**src/rtl/dma_stat_pkg.sv**
```systemverilog
// Package: dma_stat_pkg
// Shared constants for the DMA status register. Flags are numbered
// internally 0..NFLAG-1. flag_pos() maps each flag to its bit in the read
// word, because software decodes those positions.
package dma_stat_pkg;
    localparam int REG_W = 8;
    localparam int NFLAG = 5;

    // internal flag indices
    localparam int F_DONE  = 0;
    localparam int F_TMO   = 1;
    localparam int F_FETCH = 2;
    localparam int F_CHAIN = 3;
    localparam int F_LBE   = 4;

    // read-word bit positions
    localparam int POS_DONE  = 0;
    localparam int POS_TMO   = 1;
    localparam int POS_FETCH = 2;
    localparam int POS_CHAIN = 3;
    localparam int POS_PEND  = 4;
    localparam int POS_LBE   = 6;

    // reset value per flag: only done starts set
    localparam logic [NFLAG-1:0] FLAG_RST = 5'b00001;
    // flags that feed the interrupt-pending summary
    localparam logic [NFLAG-1:0] IRQ_SRC  = 5'b11011;

    // Map an internal flag index to its bit in the read word.
    function automatic int flag_pos(input int idx);
        case (idx)
            F_DONE:  return POS_DONE;
            F_TMO:   return POS_TMO;
            F_FETCH: return POS_FETCH;
            F_CHAIN: return POS_CHAIN;
            default: return POS_LBE;
        endcase
    endfunction
endpackage

```
**src/rtl/dma_stat_flag.sv**
```systemverilog
// Module: dma_stat_flag
// One sticky status bit. Clear has priority over set. Reset loads RST_VAL.
// Assumes set and clr are synchronous single-cycle qualifiers.
module dma_stat_flag #(
    parameter logic RST_VAL = 1'b0
) (
    input  logic clk,
    input  logic rst_n,
    input  logic set,
    input  logic clr,
    output logic q
);
    // Hold, set or clear the flag; clear wins.
    always_ff @(posedge clk) begin
        if (!rst_n)   q <= RST_VAL;
        else if (clr) q <= 1'b0;
        else if (set) q <= 1'b1;
    end

    assert_flag_sticky_R7: assert property (@(posedge clk) disable iff (!rst_n)
        (q && !clr) |=> q);
    assert_flag_sets_R7: assert property (@(posedge clk) disable iff (!rst_n)
        (set && !clr) |=> q);
    assert_flag_clear_R8: assert property (@(posedge clk) disable iff (!rst_n)
        clr |=> !q);
endmodule

```
**src/rtl/dma_stat_irq.sv**
```systemverilog
// Module: dma_stat_irq
// Merges the interrupt-capable flags into the pending summary and gates the
// result with the interrupt enable. Purely combinational.
module dma_stat_irq
    import dma_stat_pkg::*;
(
    input  logic             clk,
    input  logic             rst_n,
    input  logic [NFLAG-1:0] flags,
    input  logic             irq_enable,
    output logic             pend
);
    // OR the masked sources and apply the enable.
    always_comb pend = irq_enable & (|(flags & IRQ_SRC));

    assert_irq_masked_R11: assert property (@(posedge clk) disable iff (!rst_n)
        !irq_enable |-> !pend);
endmodule

```
**src/rtl/dma_stat_pack.sv**
```systemverilog
// Module: dma_stat_pack
// Places the flags and the pending bit at their read-word positions.
// Reserved positions are tied to zero.
module dma_stat_pack
    import dma_stat_pkg::*;
(
    input  logic [NFLAG-1:0] flags,
    input  logic             pend,
    output logic [REG_W-1:0] word
);
    // Scatter flag bits into the read word.
    always_comb begin
        word = '0;
        for (int i = 0; i < NFLAG; i++) word[flag_pos(i)] = flags[i];
        word[POS_PEND] = pend;
    end
endmodule

```
**src/rtl/dma_stat_reg.sv**
```systemverilog
// Module: dma_stat_reg
// Read-only DMA status register. Holds sticky event flags with per-flag set
// causes and a shared clear-on-enable, and drives the interrupt request.
// Assumes all event inputs are synchronous to clk.
module dma_stat_reg
    import dma_stat_pkg::*;
(
    input  logic             clk,
    input  logic             rst_n,
    input  logic             ctl_enable,
    input  logic             ev_cmd_done,
    input  logic             ev_halt_done,
    input  logic             ev_slot_timeout,
    input  logic             ev_fetch_err,
    input  logic             ev_bus_err,
    input  logic             ev_chain_irq,
    input  logic             irq_enable,
    input  logic             irq_stat_clr,
    output logic [REG_W-1:0] rd_value,
    output logic             irq_req
);
    logic [NFLAG-1:0] set_v;
    logic [NFLAG-1:0] clr_v;
    logic [NFLAG-1:0] flags;
    logic             pend;

    // Decode each flag's set cause.
    always_comb begin
        set_v          = '0;
        set_v[F_DONE]  = ev_cmd_done | ev_halt_done;
        set_v[F_TMO]   = ev_slot_timeout;
        set_v[F_FETCH] = ev_fetch_err;
        set_v[F_CHAIN] = ev_chain_irq;
        set_v[F_LBE]   = ev_bus_err | ev_fetch_err;
    end

    // Decode clear paths: enable clears all; chain also clears on status clear or halt.
    always_comb begin
        clr_v          = {NFLAG{ctl_enable}};
        clr_v[F_CHAIN] = ctl_enable | irq_stat_clr | ev_halt_done;
    end

    for (genvar g = 0; g < NFLAG; g++) begin : g_flag
        dma_stat_flag #(.RST_VAL(FLAG_RST[g])) u_flag (
            .clk(clk), .rst_n(rst_n), .set(set_v[g]), .clr(clr_v[g]), .q(flags[g])
        );
    end

    dma_stat_irq u_irq (
        .clk(clk), .rst_n(rst_n), .flags(flags), .irq_enable(irq_enable), .pend(pend)
    );

    dma_stat_pack u_pack (.flags(flags), .pend(pend), .word(rd_value));

    // Drive the interrupt line from the pending summary.
    always_comb irq_req = pend;

    assert_reset_value_R1: assert property (@(posedge clk)
        !rst_n |=> (rd_value & ~(8'h1 << POS_PEND)) == 8'h01);
    assert_reserved_zero_R2: assert property (@(posedge clk) disable iff (!rst_n)
        rd_value[7] == 1'b0 && rd_value[5] == 1'b0);
    assert_enable_clears_R8: assert property (@(posedge clk) disable iff (!rst_n)
        ctl_enable |=> rd_value == '0);
    assert_fetch_sets_both_R5: assert property (@(posedge clk) disable iff (!rst_n)
        (ev_fetch_err && !ctl_enable) |=> (rd_value[POS_FETCH] && rd_value[POS_LBE]));
    assert_chain_clear_R9: assert property (@(posedge clk) disable iff (!rst_n)
        (irq_stat_clr || ev_halt_done) |=> !rd_value[POS_CHAIN]);
endmodule

```
**config.mk**
```make
export PLATFORM = sky130hd
export DESIGN_NAME = dma_stat_reg
export DESIGN_NICKNAME = d
export VERILOG_FILES = /design/src/rtl/dma_stat_pkg.sv /design/src/rtl/dma_stat_flag.sv /design/src/rtl/dma_stat_irq.sv /design/src/rtl/dma_stat_pack.sv /design/src/rtl/dma_stat_reg.sv
export SDC_FILE = /design/constraint.sdc
export NUM_CORES = 1
export LEC_CHECK = 0
export ABC_AREA = 1
export BUFFER_PORTS_ARGS = -buffer_cell sky130_fd_sc_hd__buf_2
export CORE_AREA = 4 4 41 43
export DETAILED_ROUTE_END_ITERATION = 8
export DIE_AREA = 0 0 45 47
export GPL_ROUTABILITY_DRIVEN = 0
export GPL_TIMING_DRIVEN = 1
export PLACE_DENSITY = 0.56
export SYNTH_ARGS = -nofsm -noshare
export SYNTH_HDL_FRONTEND = slang
export SYNTH_SLANG_ARGS = --single-unit
```
**constraint.sdc**
```tcl
create_clock -name clk -period 0.8 [get_ports clk]
set_input_delay 0.04 -clock clk [delete_from_list [all_inputs] [get_ports clk]]
set_output_delay 0.04 -clock clk [all_outputs]
set_load 0.1 [all_outputs]
```
After elaboration in Yosys (flattened, before gate mapping):

Index checks and enable logic that the tools add are counted.

* bits of input ports: 11
* flip-flop bits (word level): 5
* output and inout bits: 9

* reduce and logical (&&, ||, !) cells: 4
* bitwise operators: 6
* multiplexer cells: 2

Operators with widths (number)
* $or 1x1->1: 4
* $reduce_or 2->1: 2
* $reduce_or 4->1: 1
* $mux 1: 2
* $reduce_bool 2->1: 1
* $and 1x1->1: 1
* $not 1->1: 1

Logic depth before layout (Yosys ltp):

* depth in word-level cells: 3
* gate-level depth with buffers: 4
* depth with buffers taken out: 4

Modules after synthesis:

A second synthesis with hierarchy kept.

* cell total of the unflattened synthesis: 42
* area total of the unflattened synthesis: 276.5 µm²

Modules (own cells, without submodules)
* dma_stat_flag at g_flag[1].u_flag ...: cells each 5, instances 4, seq. area each 20.0 µm², area each 35.0 µm²
* dma_stat_pack: cells each 9, instances 1, seq. area each 0.0 µm², area each 63.8 µm²
* dma_stat_flag at g_flag[0].u_flag: cells each 4, instances 1, seq. area each 20.0 µm², area each 32.5 µm²
* dma_stat_reg: cells each 5, instances 1, seq. area each 0.0 µm², area each 23.8 µm²
* dma_stat_irq: cells each 4, instances 1, seq. area each 0.0 µm², area each 16.3 µm²

Least setup slack after synthesis:

No wires, ideal clock.

* kind: flip-flop to output port
* start: reg g_flag[4].u_flag.q
* end: out rd_value[4]
* arrival: 2.354 ns
* stages on the path, launching flop included: 4
* slack: -1.594 ns
* cell sequence: dfxtp_1 nor2_1 a21boi_1 buf_4

* cells in the longest elaborated chain, start to end: 2

Ends and longest elaborated chain
* from (decl): line dma_stat_flag.sv:11 `output logic q`
* from (signal assigned): line dma_stat_flag.sv:15 `if (!rst_n) q <= RST_VAL;`
* from (signal assigned): line dma_stat_flag.sv:16 `else if (clr) q <= 1'b0;`
* from (signal assigned): line dma_stat_flag.sv:17 `else if (set) q <= 1'b1;`
* $reduce_or 4->1: line dma_stat_irq.sv:14 `always_comb pend = irq_enable & (|(flags & IRQ_SRC));`
* $and 1x1->1: line dma_stat_irq.sv:14
* to (decl): line dma_stat_reg.sv:19 `output logic [REG_W-1:0] rd_value,`

No other way between the ends.

Worst setup path after layout:

* start: reg g_flag[3].u_flag.q
* end: out irq_req

* cells in the longest elaborated chain, start to end: 2

Ends and longest elaborated chain
* from (decl): line dma_stat_flag.sv:11
* from (signal assigned): line dma_stat_flag.sv:15
* from (signal assigned): line dma_stat_flag.sv:16
* from (signal assigned): line dma_stat_flag.sv:17
* $reduce_or 4->1: line dma_stat_irq.sv:14
* $and 1x1->1: line dma_stat_irq.sv:14
* to (decl): line dma_stat_reg.sv:20 `output logic irq_req`

No other way between the ends.

==> results.sh <==
export IMPL_status="complete, but fails checks"
export IMPL_violations="setup timing"
export IMPL_synth_compound_area_frac=0.05102
export IMPL_core_area_sq_um=1301
export IMPL_grtUsageTotal=0.06250
export IMPL_endpoint_kind="output pin"
export IMPL_final_net_count=64
export IMPL_syn_avg_cell_area_sq_um=7.431
export IMPL_synth_fa_ha_area_frac=0
export IMPL_hp_class="input pin to flip-flop"
export IMPL_r2r_start="g_flag[0].u_flag.q"
export IMPL_peakVddDrop_mv=0.7398
export IMPL_ys_ff_latch=5
export IMPL_powerDensity_nw_per_um2=1794
export IMPL_drt_iter0_drc=1
export IMPL_fin_skew_ns=0
export IMPL_ant_nets=0
export IMPL_largest_register="g_flag.u_flag.q"
export IMPL_rows=13
export IMPL_yosys_area_top_type="dfxtp_1"
export IMPL_cts_root_buf="clkbuf_4"
export IMPL_clk_pin_slew_ns=0.05
export IMPL_reg_top3="g_flag.u_flag.q x5"
export IMPL_remaining_drc_errors=0
export IMPL_setup_viol=6
export IMPL_reg2reg_slack_ns=0.02
export IMPL_die_x_microns=45
export IMPL_synth_mux_area_frac=0
export IMPL_htree_levels=1
export IMPL_cts_tree="built"
export IMPL_dr_total_vias=255
export IMPL_critPathKind="flip-flop to output pin"
export IMPL_yosys_cell_types_count=11
export IMPL_dpl_hpwl_microns=471.1
export IMPL_worst_slack_ns=-0.2730
export IMPL_cp_required_ns=0.76
export IMPL_synth_xor_area_share=0
export IMPL_period_share=1.341
export IMPL_start_kind="flip-flop"
export IMPL_dieArea_sq_um=2115
export IMPL_ys_seq_area_frac=0.4082
export IMPL_netlist_area_leader_share=0.4082
export IMPL_clock_fmax_ghz=0.9320
export IMPL_cap_violations=0
export IMPL_cts_buffers_inserted=3
export IMPL_io_pins=20
export IMPL_worstSkewPairLatency_ns=0.24
export IMPL_crit_arrival_ns=1.03
export IMPL_synth_simple_area_share=0.2500
export IMPL_netlist_area_sq_um=245.2
export IMPL_synthCells=33
export IMPL_synth_top_family_by_area="buffers and inverters"
export IMPL_drive_gt1_frac=0.6731
export IMPL_first_global_vias=211
export IMPL_placed_area_sq_um=441.7
export IMPL_layout_common_cells="buf_2 (10), buf_12 (7), nor2_1 (6)"
export IMPL_io_buffers=17
export IMPL_ys_warn_count=0
export IMPL_grt_first_pass_wirelength_microns=821
export IMPL_fill_cells=137
export IMPL_final_hold_violation_count=0
export IMPL_grt_max_degree=4
export IMPL_antenna_found_initial=0
export IMPL_period_needed_ns=1.073
export IMPL_first_pass_iters=2
export IMPL_area_growth_pct=110.7
export IMPL_rsz0062_at_grt="true"
export IMPL_largest_reg_flops=5
export IMPL_leakagePower_nw=0.2425
export IMPL_initial_core_util=0.1885
export IMPL_crit_fanout=2
export IMPL_synthTopCellsByArea="dfxtp_1 (41%), buf_4 (24%), nor2_1 (14%)"
export IMPL_clock_sinks=5
export IMPL_die_y_microns=47
export IMPL_final_area_sq_um=516.7
export IMPL_wl_per_cell_microns=8.836
export IMPL_cts_buffer_depth=2
export IMPL_maxSlewViolCount=0
export IMPL_final_common_cell="buf_2"
export IMPL_utilization=0.3971
export IMPL_hold_start="ev_bus_err"
export IMPL_avgViaCountPerCell=3.806
export IMPL_crit_start="g_flag[3].u_flag.q"
export IMPL_drt_wl_total_microns=592
export IMPL_n_antenna_cell=0
export IMPL_gr_total_overflow=0
worst max-delay path, cell delays in order, from the launching register on:
cell      delay (ns)
dfxtp_2         0.33
nor2_2          0.05
a21boi_4        0.21
buf_12          0.20
stage by stage:
stage | cells | hold slack [ns] | total power, mW | worst slack (ns) | setup TNS, ns
floorplan | 34 | 0.1087 | 0.5339 | -0.4826 | -0.7053
global route | 67 | 0.02405 | 0.9801 | -0.3264 | -1.218
global placement | 61 | 0.2328 | 0.6187 | -0.05541 | -0.1107
CTS | 67 | 0.009600 | 0.9311 | -0.2849 | -0.9585
detailed placement | 61 | 0.2364 | 0.6214 | -0.07080 | -0.1413
finish | 67 | 0.02844 | 0.9268 | -0.2730 | -0.9121
cell usage after synthesis, drive strengths merged:
| master | n |
|---|---|
| a21boi | 1 |
| nor3 | 1 |
| nand2 | 4 |
| nor2 | 9 |
| buf | 8 |
| conb | 1 |
| o21ai | 1 |
| inv | 1 |
| clkinv | 1 |
| nand3b | 1 |
| dfxtp | 5 |
power breakdown:
| group | internal [mW] | total (mW) | leakage (nW) | switching (mW) |
|---|---|---|---|---|
| registers | 0.263 | 0.272 | 0.0429 | 0.00976 |
| clock network | 0.188 | 0.289 | 0.0150 | 0.101 |
| logic | 0.129 | 0.366 | 0.185 | 0.237 |
| total | 0.580 | 0.927 | 0.242 | 0.347 |
worst paths after layout:
kind | cells past startpoint | to
min | 3 | g_flag[4].u_flag.q
max | 3 | irq_req
min reg2reg | 2 | g_flag[2].u_flag.q
max reg2reg | 5 | g_flag[0].u_flag.q
logic make-up after synthesis:
logic type      Yosys count
buf+inv                  10
other cells               1
simple gates             15
flops                     5
compound gates            2
layer usage:
layer | track usage | wire (microns)
met1 | 0.05023 | 188
met4 | 0.03509 | 10
met3 | 0.06897 | 96
met5 | 0 | 0
met2 | 0.09322 | 296
what timing repair did:
action,in CTS,in global routing
hold buffers,1,0
setup buffers,4,1
pin swaps,1,0
gates resized for setup,5,6
setup endpoints to repair,7,10
hold endpoints to repair,1,0
final cells by class:
type | instances | area [sq um] | share of cell area
Tap cell | 15 | 18.77 | 0.03632
Inverter | 2 | 7.507 | 0.01453
Timing Repair Buffer | 22 | 241.5 | 0.4673
Sequential cell | 5 | 108.9 | 0.2107
Multi-Input combinational cell | 19 | 113.9 | 0.2203
Clock buffer | 4 | 26.28 | 0.05085
Power figures use the tool's default switching activity.
